$ cat src/rtl/xcvr_stat_pkg.sv
package xcvr_stat_pkg;
  localparam int unsigned BYTE_W    = 8;
  localparam int unsigned B_TXDIS   = 7;
  localparam int unsigned B_SOFTDIS = 6;
  localparam int unsigned B_RS1     = 5;
  localparam int unsigned B_RS0     = 4;
  localparam int unsigned B_SOFTRS  = 3;
  localparam int unsigned B_FAULT   = 2;
  localparam int unsigned B_LOS     = 1;
  localparam int unsigned B_NRDY    = 0;
  localparam int unsigned NUM_PINS  = 5;

  typedef struct packed {
    logic txdis;
    logic rs1;
    logic rs0;
    logic fault;
    logic los;
  } pin_vec_t;
endpackage

$ cat src/rtl/xcvr_pin_sync.sv
module xcvr_pin_sync #(
  parameter int unsigned WIDTH  = 5,
  parameter int unsigned STAGES = 2
) (
  input  logic             clk_i,
  input  logic             rst_ni,
  input  logic [WIDTH-1:0] d_i,
  output logic [WIDTH-1:0] q_o
);
  logic [WIDTH-1:0] stg_q [STAGES];

  for (genvar s = 0; s < STAGES; s++) begin : g_stg
    always_ff @(posedge clk_i or negedge rst_ni) begin
      if (!rst_ni) stg_q[s] <= '0;
      else if (s == 0) stg_q[s] <= d_i;
      else stg_q[s] <= stg_q[(s == 0) ? 0 : s-1];
    end
  end

  assign q_o = stg_q[STAGES-1];
endmodule

$ cat src/rtl/xcvr_tick_gen.sv
module xcvr_tick_gen #(
  parameter int unsigned TICK_DIV = 1_000_000
) (
  input  logic clk_i,
  input  logic rst_ni,
  output logic tick_o
);
  localparam int unsigned CW = $clog2(TICK_DIV + 1);
  localparam logic [CW-1:0] LAST = CW'(TICK_DIV - 1);

  logic [CW-1:0] cnt_q;

  always_ff @(posedge clk_i or negedge rst_ni) begin
    if (!rst_ni) cnt_q <= '0;
    else if (cnt_q == LAST) cnt_q <= '0;
    else cnt_q <= cnt_q + 1'b1;
  end

  assign tick_o = (cnt_q == LAST);

  // a refresh is never followed by another on the next cycle
  a_r2_tick_spacing: assert property (@(posedge clk_i) disable iff (!rst_ni)
    tick_o |=> (TICK_DIV < 2) || !tick_o);
endmodule

$ cat src/rtl/xcvr_soft_bit.sv
module xcvr_soft_bit #(
  parameter bit IMPL = 1'b1
) (
  input  logic clk_i,
  input  logic rst_ni,
  input  logic wr_en_i,
  input  logic wr_bit_i,
  output logic soft_o
);
  if (IMPL) begin : g_impl
    logic soft_q;
    always_ff @(posedge clk_i or negedge rst_ni) begin
      if (!rst_ni) soft_q <= 1'b0;
      else if (wr_en_i) soft_q <= wr_bit_i;
    end
    assign soft_o = soft_q;

    // soft bit only moves on a host write
    a_r3_soft_hold: assert property (@(posedge clk_i) disable iff (!rst_ni)
      !wr_en_i |=> $stable(soft_q));
  end else begin : g_none
    logic unused_wr;
    assign unused_wr = wr_en_i ^ wr_bit_i;
    assign soft_o = 1'b0;
  end
endmodule

$ cat src/rtl/xcvr_stat_ctl.sv
module xcvr_stat_ctl
  import xcvr_stat_pkg::*;
#(
  parameter int unsigned TICK_DIV      = 1_000_000,
  parameter bit          SOFT_DIS_IMPL = 1'b1,
  parameter bit          SOFT_RS_IMPL  = 1'b1
) (
  input  logic              clk_i,
  input  logic              rst_ni,
  input  logic              txdis_pin_i,
  input  logic              rs0_pin_i,
  input  logic              rs1_pin_i,
  input  logic              txfault_i,
  input  logic              rxlos_i,
  input  logic              data_valid_i,
  input  logic              wr_en_i,
  input  logic [BYTE_W-1:0] wr_data_i,
  output logic [BYTE_W-1:0] rd_data_o,
  output logic              laser_off_o,
  output logic              rate_full_o
);
  pin_vec_t pins_raw, pins_s, mirror_q;
  logic     tick, soft_dis, soft_rs, nrdy_q;
  logic     unused_ro;

  assign pins_raw = '{txdis: txdis_pin_i, rs1: rs1_pin_i, rs0: rs0_pin_i,
                      fault: txfault_i, los: rxlos_i};

  xcvr_pin_sync #(.WIDTH(NUM_PINS), .STAGES(2)) u_sync (
    .clk_i(clk_i), .rst_ni(rst_ni), .d_i(pins_raw), .q_o(pins_s)
  );

  xcvr_tick_gen #(.TICK_DIV(TICK_DIV)) u_tick (
    .clk_i(clk_i), .rst_ni(rst_ni), .tick_o(tick)
  );

  xcvr_soft_bit #(.IMPL(SOFT_DIS_IMPL)) u_soft_dis (
    .clk_i(clk_i), .rst_ni(rst_ni), .wr_en_i(wr_en_i),
    .wr_bit_i(wr_data_i[B_SOFTDIS]), .soft_o(soft_dis)
  );

  xcvr_soft_bit #(.IMPL(SOFT_RS_IMPL)) u_soft_rs (
    .clk_i(clk_i), .rst_ni(rst_ni), .wr_en_i(wr_en_i),
    .wr_bit_i(wr_data_i[B_SOFTRS]), .soft_o(soft_rs)
  );

  assign unused_ro = ^{wr_data_i[B_TXDIS], wr_data_i[B_RS1], wr_data_i[B_RS0],
                       wr_data_i[B_FAULT], wr_data_i[B_LOS], wr_data_i[B_NRDY]};

  always_ff @(posedge clk_i or negedge rst_ni) begin
    if (!rst_ni) mirror_q <= '0;
    else if (tick) mirror_q <= pins_s;
  end

  // active-low ready: sticky low once data is valid
  always_ff @(posedge clk_i or negedge rst_ni) begin
    if (!rst_ni) nrdy_q <= 1'b1;
    else if (data_valid_i) nrdy_q <= 1'b0;
  end

  always_comb begin
    rd_data_o            = '0;
    rd_data_o[B_TXDIS]   = mirror_q.txdis;
    rd_data_o[B_SOFTDIS] = soft_dis;
    rd_data_o[B_RS1]     = mirror_q.rs1;
    rd_data_o[B_RS0]     = mirror_q.rs0;
    rd_data_o[B_SOFTRS]  = soft_rs;
    rd_data_o[B_FAULT]   = mirror_q.fault;
    rd_data_o[B_LOS]     = mirror_q.los;
    rd_data_o[B_NRDY]    = nrdy_q;
  end

  assign laser_off_o = pins_s.txdis | soft_dis;
  assign rate_full_o = pins_s.rs0 | soft_rs;

  // mirror only moves on a refresh tick
  a_r2_mirror_hold: assert property (@(posedge clk_i) disable iff (!rst_ni)
    !tick |=> $stable(mirror_q));

  // ready flag never returns high once low
  a_r6_ready_sticky: assert property (@(posedge clk_i) disable iff (!rst_ni)
    !rd_data_o[B_NRDY] |=> !rd_data_o[B_NRDY]);

  // pin or soft bit disables the laser
  a_r3_laser_cover: assert property (@(posedge clk_i) disable iff (!rst_ni)
    (rd_data_o[B_SOFTDIS] || pins_s.txdis) |-> laser_off_o);

  // full bandwidth needs the pin or the soft bit
  a_r4_rate_source: assert property (@(posedge clk_i) disable iff (!rst_ni)
    rate_full_o |-> (rd_data_o[B_SOFTRS] || pins_s.rs0));

  // disabled soft controls read back zero
  a_r5_unimpl_zero: assert property (@(posedge clk_i) disable iff (!rst_ni)
    (SOFT_DIS_IMPL || !rd_data_o[B_SOFTDIS]) && (SOFT_RS_IMPL || !rd_data_o[B_SOFTRS]));
endmodule

$ cat config.mk
export PLATFORM = sky130hd
export DESIGN_NAME = xcvr_stat_ctl
export DESIGN_NICKNAME = d
export VERILOG_FILES = /design/src/rtl/xcvr_stat_pkg.sv /design/src/rtl/xcvr_pin_sync.sv /design/src/rtl/xcvr_tick_gen.sv /design/src/rtl/xcvr_soft_bit.sv /design/src/rtl/xcvr_stat_ctl.sv
export SDC_FILE = /design/constraint.sdc
export NUM_CORES = 1
export LEC_CHECK = 0
export CAP_MARGIN = 15
export CORE_MARGIN = 2
export CORE_UTILIZATION = 52
export DETAILED_ROUTE_END_ITERATION = 7
export PLACE_DENSITY = 0.78
export SETUP_SLACK_MARGIN = 0.3
export SLEW_MARGIN = 20
export SYNTH_ARGS = -nofsm -noshare
export SYNTH_HDL_FRONTEND = slang
export SYNTH_HIERARCHICAL = 1
export SYNTH_SLANG_ARGS = --single-unit
$ cat constraint.sdc
create_clock -name clk_i -period 2.3 [get_ports clk_i]
set_input_delay 0.46 -clock clk_i [delete_from_list [all_inputs] [get_ports clk_i]]
set_output_delay 0.46 -clock clk_i [all_outputs]
set_load 0.03 [all_outputs]
==> results by stage, run 1 <==
Worst setup path:
- The capturing element of the worst setup path is rd_data_o[3].
- The number of cells on the worst reg-to-reg path is 5.
- The endpoint of the worst-slack reg-to-reg timing path is rd_data_o[2].
- Counting both buffers and inverters, the worst setup path holds a total of 1.
- STA classifies the critical path endpoint as an output pin.
- The critical path goes through clkdlybuf4s50_1.
- The logic depth of the worst path, buffers included is 1.
- The highest net fanout along the worst path is 3.
- The worst setup path is launched from a flop.
- Across all register-to-register paths, the minimum setup slack is 450 ps.
- The critical path starts at u_soft_rs/soft_o.
- For this design, the slowest cell found on the critical path is clkdlybuf4s50_1.
- The critical path in this run is classified as flop to output pin.
- The cell class contributing the biggest share of worst-path delay is buffers and inverters.
- The arrival time at the worst endpoint is 1440 ps.
- The delay of the slowest cell on the worst path is 690 ps.
- The worst endpoint required time is around 1800 ps.
- The worst flop-to-flop path startpoint is u_tick/cnt_q[6].

Clocking:
- TritonCTS created 5 clock buffers.
- The total number of H-tree levels is 2.
- The clock passes through at most 2 buffers.
- At the later pin of the worst-skew pair, clock insertion delay measures 340 ps.
- TritonCTS built the clock tree.
- Clock-pin slew was measured on the worst setup and hold paths at 110 ps.
- The number of clock sinks is 38.
- The buffer type at the clock tree root is clkbuf_4.

Logic synthesis:
- The mean instance size in the synthesized netlist is ~13 um2.
- The cell area after synthesis is 1660 um2.
- In the synthesized netlist, the number of instances is 133.
- The total number of yosys warnings is 6.
- The number of nets handed over by synthesis was 151.
- Synthesis inferred 38 register bits.
- The synthesized netlist contains 32 unique library cells.
- The sequential cell area fraction in the yosys report is between 50% and 60%.

Routing:
- Wires add up to about 2.8 mm.
- The total DRC errors in the routed layout is 0.
- The pre-antenna-repair detailed-routing pass consisted of 4 iterations.
- Once detail routing completed, the nets flagged for antenna violations numbered 0.
- The routed layout has ~1000 vias.
- After detailed routing, the average wire length per cell comes to roughly 14 um.
- After detailed routing, the number of vias per cell comes to approximately 5.2.
- For this block, the initial DRC count from the detailed router was 56.

Layout:
- The net count of the finished layout is between 150 and 200.
- The finished cells cover 1980 um2.
- Relative to the synthesized area, the layout overhead comes to 19.0%.
- Leaving out fill and tap cells, the most frequent cell in the layout is dfrtp_1.
- Excluding fillers, the count of instances in the completed layout stands at around 200.
- Leaving out fill and tap cells, the most frequent cells in the layout are dfrtp_1, clkdlybuf4s50_1, nor2_1, nand3_1, xnor2_1.
- The ratio of cells with drive above 1 in the final layout is 20.1%.
- 0 antenna diodes ended up in the layout.

Global route:
- The initial antenna violation count was 0.
- The number of global-route vias before repair is about 1000.
- The global router's overall resource usage is between 10% and 20%.
- The first global-routing pass estimated ~4.7 mm of wire.
- The largest net degree at the start of global routing is 39.
- The leftover overflow at the end of global routing is 0.

Placed design:
- The final HPWL from detailed placement is about 2.0 mm.
- The final weighted congestion in routability-driven placement is approximately 0.86.
- The total placed cells including tap cells is 189.
- After detailed placement, the total cell area comes to approximately 1900 um2.
- Input and output buffers added on the ports amount to 20.

STA:
- The final-layout setup total negative slack is 0 ps.
- On the final layout, the worst clock skew is about 4.3 ps.
- Dividing the final minimum period by the clock period gives 82.5%.
- The total count of hold-check failures in the final report came to 0.
- The transition at the pin with the smallest max-transition slack is 460 ps.
- The worst path in the final design needs a cycle of ~1900 ps, including I/O delays and setup.
- The tightest slew margin relative to the limit is 69.4%.
- Setup repair after global routing left no endpoint under its margin.
- The maximum clock rate is around 530 MHz.
- Setup violations remaining at the end of the flow were counted as 0.
- The final max-slew violation count is 0.

Floorplanning:
- The die area is ~3700 um2.
- The standard-cell row count is 20.
- The starting utilization of the core area is roughly 54%.
- The number of primary I/O pins is 27.
- The placeable core region is 3050 um2.
- The horizontal die dimension is 60.6 um.
- The die outline height is between 60 and 70 um.

Outcome:
- The flow ran to the end, and the final reports show no timing, DRC or antenna violations.

Power:
- The total power divided by cell area is between 600 and 700 nW/um2.
- IR analysis of the VDD net gives a maximum drop of approximately 340 uV.
- Summed over all cells, the static leakage comes to around 0.85 nW.

Run:
- The tool flagged a number of max-cap violations equal to 0.

Hold path:
- The path category of the worst min-delay check is flop to flop.
- The worst hold path begins at u_sync/stg_q[6].
[layer usage]
layer	part of all wire, %	wire length, um	vias up	GRT usage, %
met5	0	0	-	0
met4	1.3	36	0	8.70
met3	4.1	114	5	5.97
met2	51	1420	25	29.5
met1	43	1200	509	22.6
li1	-	-	494	-
[power breakdown]
part / internal (W) / total (W) / switching, W
logic: 0.0000310 / 0.0000625 / 0.0000315
registers: 0.000680 / 0.000686 / 0.00000601
clock network: 0.000340 / 0.000560 / 0.000220
[registers in the layout, indices dropped and copies added, names as in the netlist]
name and count:
u_soft_rs/soft_o 1, u_tick/cnt_q 20, u_sync/q_o 5, nrdy_q 1, u_sync/stg_q 5, u_soft_dis/soft_o 1
rd_data_o 5
[per-stage QoR]
stage	worst slack (ps)	hold WS, ps	power (W)	utilization (%)
after floorplan	453	164	0.000729	-
after global placement	375	333	0.000762	61.0
after detailed placement	306	339	0.000765	61.0
after CTS	311	367	0.00133	64.4
after global routing	342	372	0.00136	64.8
final	403	362	0.00131	64.8
[cells by family (layout without fill, tap and decap cells)]
logic type               count (synthesis)  in the layout  synth area share [%]
multiplexers                            10             10                  7.00
XOR/XNOR                                14             14                  7.37
adder cells (fa/ha/maj)                  1              1                 0.752
flip-flops                              38             38                  57.3
AND/OR/NAND/NOR                         55             55                  22.0
AO/OA/AOI/OAI                            2              2                 0.752
buffers and inverters                   13             34                  4.89
[final cells by class]
class                           count  area (um2)
Timing Repair Buffer               23         219
Sequential cell                    38         952
Multi-Input combinational cell     82         636
Tap cell                           44        55.1
Clock inverter                      3        68.8
Inverter                            3        11.3
Clock buffer                        5        37.5
Fill cell                         241        1070
[repair_timing]
action                                  4_1_cts  5_1_grt
endpoints found under the setup margin        6       11
pin swaps                                     1        1
hold buffers                                  0        0
gates resized for setup                       3        1
setup buffers                                 0        1
[synth_stat cells (all sizes together)]
master / n / area, um2
dfstp: 1 / 26.3
nor2: 14 / 57.6
nor3: 4 / 20.0
ha: 1 / 12.5
nand2: 3 / 11.3
mux2: 7 / 86.3
xor2: 6 / 52.6
xnor2: 8 / 70.1
nor3b: 1 / 7.51
nor2b: 2 / 12.5
inv: 3 / 11.3
nand3b: 1 / 7.51
mux2i: 3 / 30.0
or4: 1 / 11.3
nand3: 8 / 40.0
a21o: 1 / 7.51
and3: 4 / 26.3
nor4: 6 / 65.1
and3b: 1 / 8.76
nor4b: 2 / 17.5
a21oi: 1 / 5.00
or2: 2 / 12.5
nand4: 6 / 67.6
dfrtp: 37 / 926
buf: 10 / 70.1
[worst min-delay path by stage]
stage | to | slack, ps | depth (start not counted)
final | u_sync/q_o[1] | 360 | 0
after global routing | u_sync/q_o[0] | 370 | 0
after CTS | u_sync/q_o[1] | 370 | 0
after detailed placement | u_sync/q_o[0] | 340 | 0
after global placement | u_sync/q_o[2] | 330 | 0
after floorplan | rd_data_o[1] | 160 | 0
Power figures use the tool's default switching activity.
==> inputs of run 2 (changes only) <==
==> constraint.sdc (replaced) <==
create_clock -name clk_i -period 1.9 [get_ports clk_i]
set_input_delay 0.38 -clock clk_i [delete_from_list [all_inputs] [get_ports clk_i]]
set_output_delay 0.38 -clock clk_i [all_outputs]
set_load 0.03 [all_outputs]
==> run 2 against run 1 <==
Count of clock-buffer cells in the layout increased by 3. Combinational power grew 22%. Worst setup slack worse by 180 ps. Critical endpoint is now rd_data_o[5].
==> results by stage, run 2 (synthesis results as in run 1) <==
Clocking:
- The clock edge transition at the registers on the reported setup and hold paths is 120 ps (about the same).
- The number of clock sinks came to 38 (unchanged).
- The number of buffers on the longest clock path is 2 (unchanged).
- The total number of H-tree levels was 2 (unchanged).
- The clock latency on the worst-skew pair was 350 ps (about the same).
- The hold buffer count at CTS was 0 (unchanged).
- The total clock buffers created by CTS is 5 (unchanged).
- The TritonCTS clock tree is done.
- CTS placed an instance of clkbuf_4 at the clock tree root.

Worst setup path:
- The arrival time at the worst endpoint is 1900 ps (+460 ps).
- By startpoint and endpoint, the worst setup path is classified as flop to flop.
- STA classifies the critical path startpoint as a flop.
- The delay of the slowest cell on the worst path is 370 ps (-320 ps).
- The critical path goes through and3_4 > nand4_1 > nor4_4 > buf_12 > mux2_4.
- The worst endpoint required time was 2130 ps (+290 ps).
- STA classifies the critical path endpoint as a flop.
- The slowest stage of the critical path is the dfrtp_1 cell.
- The highest net fanout along the worst path is 6 (+3).

Layout:
- In the layout the commonest cells are dfrtp_1, buf_4, clkdlybuf4s50_1, xnor2_1.
- The post-route cell area is 2200 um2 (+11%).
- The number of diodes added for antenna fixing is 0 (unchanged).
- The number of filler instances in the final layout is 215 (-11%).
- Ranked by flip-flop count, first place goes to u_tick/cnt_q.
- The number of nets in the layout came to 189 (+11%).
- Leaving out fill and tap cells, the most frequent cell in the layout is dfrtp_1.
- The number of flip-flops under the largest register name is 20 (unchanged).
- Compared with the post-synthesis result, the final layout area differs by 32.1%.
- The ratio of cells with drive above 1 in the final layout is 36.0% (+16 points).

Floorplanning:
- The standard-cell row count is 20 (unchanged).
- The placeable core region came to 3050 um2 (unchanged).
- The starting utilization of the core area is 54.5% (unchanged).
- The number of primary I/O pins is 27 (unchanged).
- The horizontal die dimension was 60.6 um (unchanged).
- The die area is 3670 um2 (unchanged).
- The die outline height came to 60.6 um (unchanged).

STA:
- The final setup skew is 17.7 ps (+13.4 ps).
- The number of endpoints failing setup at the final stage came to 0 (unchanged).
- The minimum clock period is between 1500 and 2000 ps.
- Setup repair after global routing could not meet its margin everywhere.
- The tightest slew margin relative to the limit is 68.5% (-0.90 points).
- The total count of hold-check failures in the final report is 0 (unchanged).
- The transition at the pin with the smallest max-transition slack came to 473 ps (+13.5 ps).
- The final-layout setup total negative slack was 0 ps (unchanged).
- The final max-slew violation count is 0 (unchanged).
- The maximum clock rate is between 500 and 600 MHz.
- The worst hold slack across all endpoints is 52.7 ps (-309 ps).
- The part of the cycle the worst path needs is ~90%.

Run:
- The max capacitance violation total was 0 (unchanged).

Power:
- The total power divided by cell area is 608 nW/um2 (-7.9%).
- The power dissipated by switching net loads is 0.000293 W (+14%).
- The share of power burned in registers is 62.1% (+9.7 points).
- The reported leakage power is 0.993 nW (+16%).
- The combinational group share of total power came to 5.7% (+0.9 points).
- The clock group share of total power is 32.2% (-11 points).
- The internal power is 0.00104 W (-0.77%).
- The maximum VDD drop was 555 uV (+62%).
- The fraction of power spent switching nets is 21.9% (+2.3 points).

Outcome:
- The flow ran to the end, and the final reports show no timing, DRC or antenna violations.

Global route:
- The largest net degree at the start of global routing was 39 (unchanged).
- The initial antenna violation count is 0 (unchanged).
- The leftover overflow at the end of global routing was 0 (unchanged).
- The number of global-route vias before repair is 1168 (+11%).
- The wire length of the first global-routing pass is 5.34 mm (+13%).
- The global router's overall resource usage is 20.7% (+2.3 points).

Placed design:
- The cell area reported after detailed placement is 1910 um2 (+2.4%).
- The final HPWL from detailed placement was 2.07 mm (+3.5%).
- The number of I/O port buffers is 20 (unchanged).
- The final weighted congestion in routability-driven placement was 0.866 (+0.86%).

Routing:
- The initial detailed-routing violation count is 42 (-25%).
- The total length of routed wires is 3.39 mm (+23%).
- The routed via count divided by cell count came to 5.27 (+0.98%).
- The routed length per placed instance is 15.7 um (+12%).
- The total DRC errors in the routed layout is 0 (unchanged).
- The count of TritonRoute iterations in the first routing pass is 4 (unchanged).
- The count of vias placed by the detailed router is 1138 (+10%).
- The residual antenna-violating net count after detailed routing was 0 (unchanged).

Hold path:
- The path category of the worst min-delay check is input port to async pin.
-- run 2: cell count changes in the layout (fill, tap and decap cells not counted), sizes merged --
cell / previous run / this run
dlygate4sd2: 3 / 7
clkbuf: 5 / 9
clkdlybuf4s50: 17 / 9
clkinv: 1 / 0
clkdlybuf4s15: 0 / 1
bufinv: 2 / 0
buf: 3 / 23
-- run 2: power groups by stage --
stage / clock network [W] / registers [W] / logic [W]
after floorplan: 0 / 0.000843 / 0.0000396
after global placement: 0 / 0.000844 / 0.0000773
after detailed placement: 0 / 0.000845 / 0.0000783
after CTS: 0.000449 / 0.000830 / 0.0000728
after global routing: 0.000488 / 0.000832 / 0.0000830
final: 0.000430 / 0.000829 / 0.0000762
-- run 2: path summary, 6_finish.rpt --
path	cells past startpoint	end	slack, ps	start
max	5	rd_data_o[5]	220	u_tick/cnt_q[18]
min	2	u_tick/cnt_q[11]	50	rst_ni
min in group clk_i	0	u_sync/q_o[0]	350	u_sync/stg_q[5]
max reg2reg	5	rd_data_o[5]	220	u_tick/cnt_q[18]
min reg2reg	0	u_sync/q_o[0]	350	u_sync/stg_q[5]
max in group asynchronous	2	nrdy_q	1470	rst_ni
-- run 2: timing repair --
item,in CTS,in global routing
setup buffers,12,2
gates resized for setup,27,19
pin swaps,1,7
setup endpoints to repair,18,18
cloned,1,0
-- run 2: worst max-delay path, delay by kind of cell, from the launching register on --
| family | cells | cell delay [ps] |
|---|---|---|
| and+or+nand+nor | 3 | 710 |
| muxes | 1 | 300 |
| buffers and inverters | 1 | 180 |
| DFF | 1 | 370 |
-- run 2: area by class of cell --
class	count	area [um2]	area share, %
sequential	38	953	43.4
multi-input combinational	82	739	33.7
timing repair buffer	41	378	17.2
clock buffer	8	58.8	2.68
tap	44	55.1	2.51
inverter	3	11.3	0.513
-- run 2: metal layers --
metal / up-vias / routed length [um] / global-route usage (%)
met4: 0 / 115 / 9.32
met5: - / 0 / 0
met3: 13 / 135 / 7.25
li1: 538 / - / -
met1: 563 / 1390 / 23.8
met2: 24 / 1750 / 34.9
-- run 2: per-stage QoR --
| step | total power (W) | std cells | worst slack, ps | utilization [%] |
|---|---|---|---|---|
| CTS | 0.00135 | 214 | 126 | 69.8 |
| finish | 0.00134 | 216 | 223 | 71.9 |
| detailed placement | 0.000924 | 193 | 123 | 62.5 |
| global placement | 0.000922 | 193 | 171 | 62.5 |
| floorplan | 0.000883 | 133 | 118 | - |
| global route | 0.00140 | 216 | 147 | 71.9 |
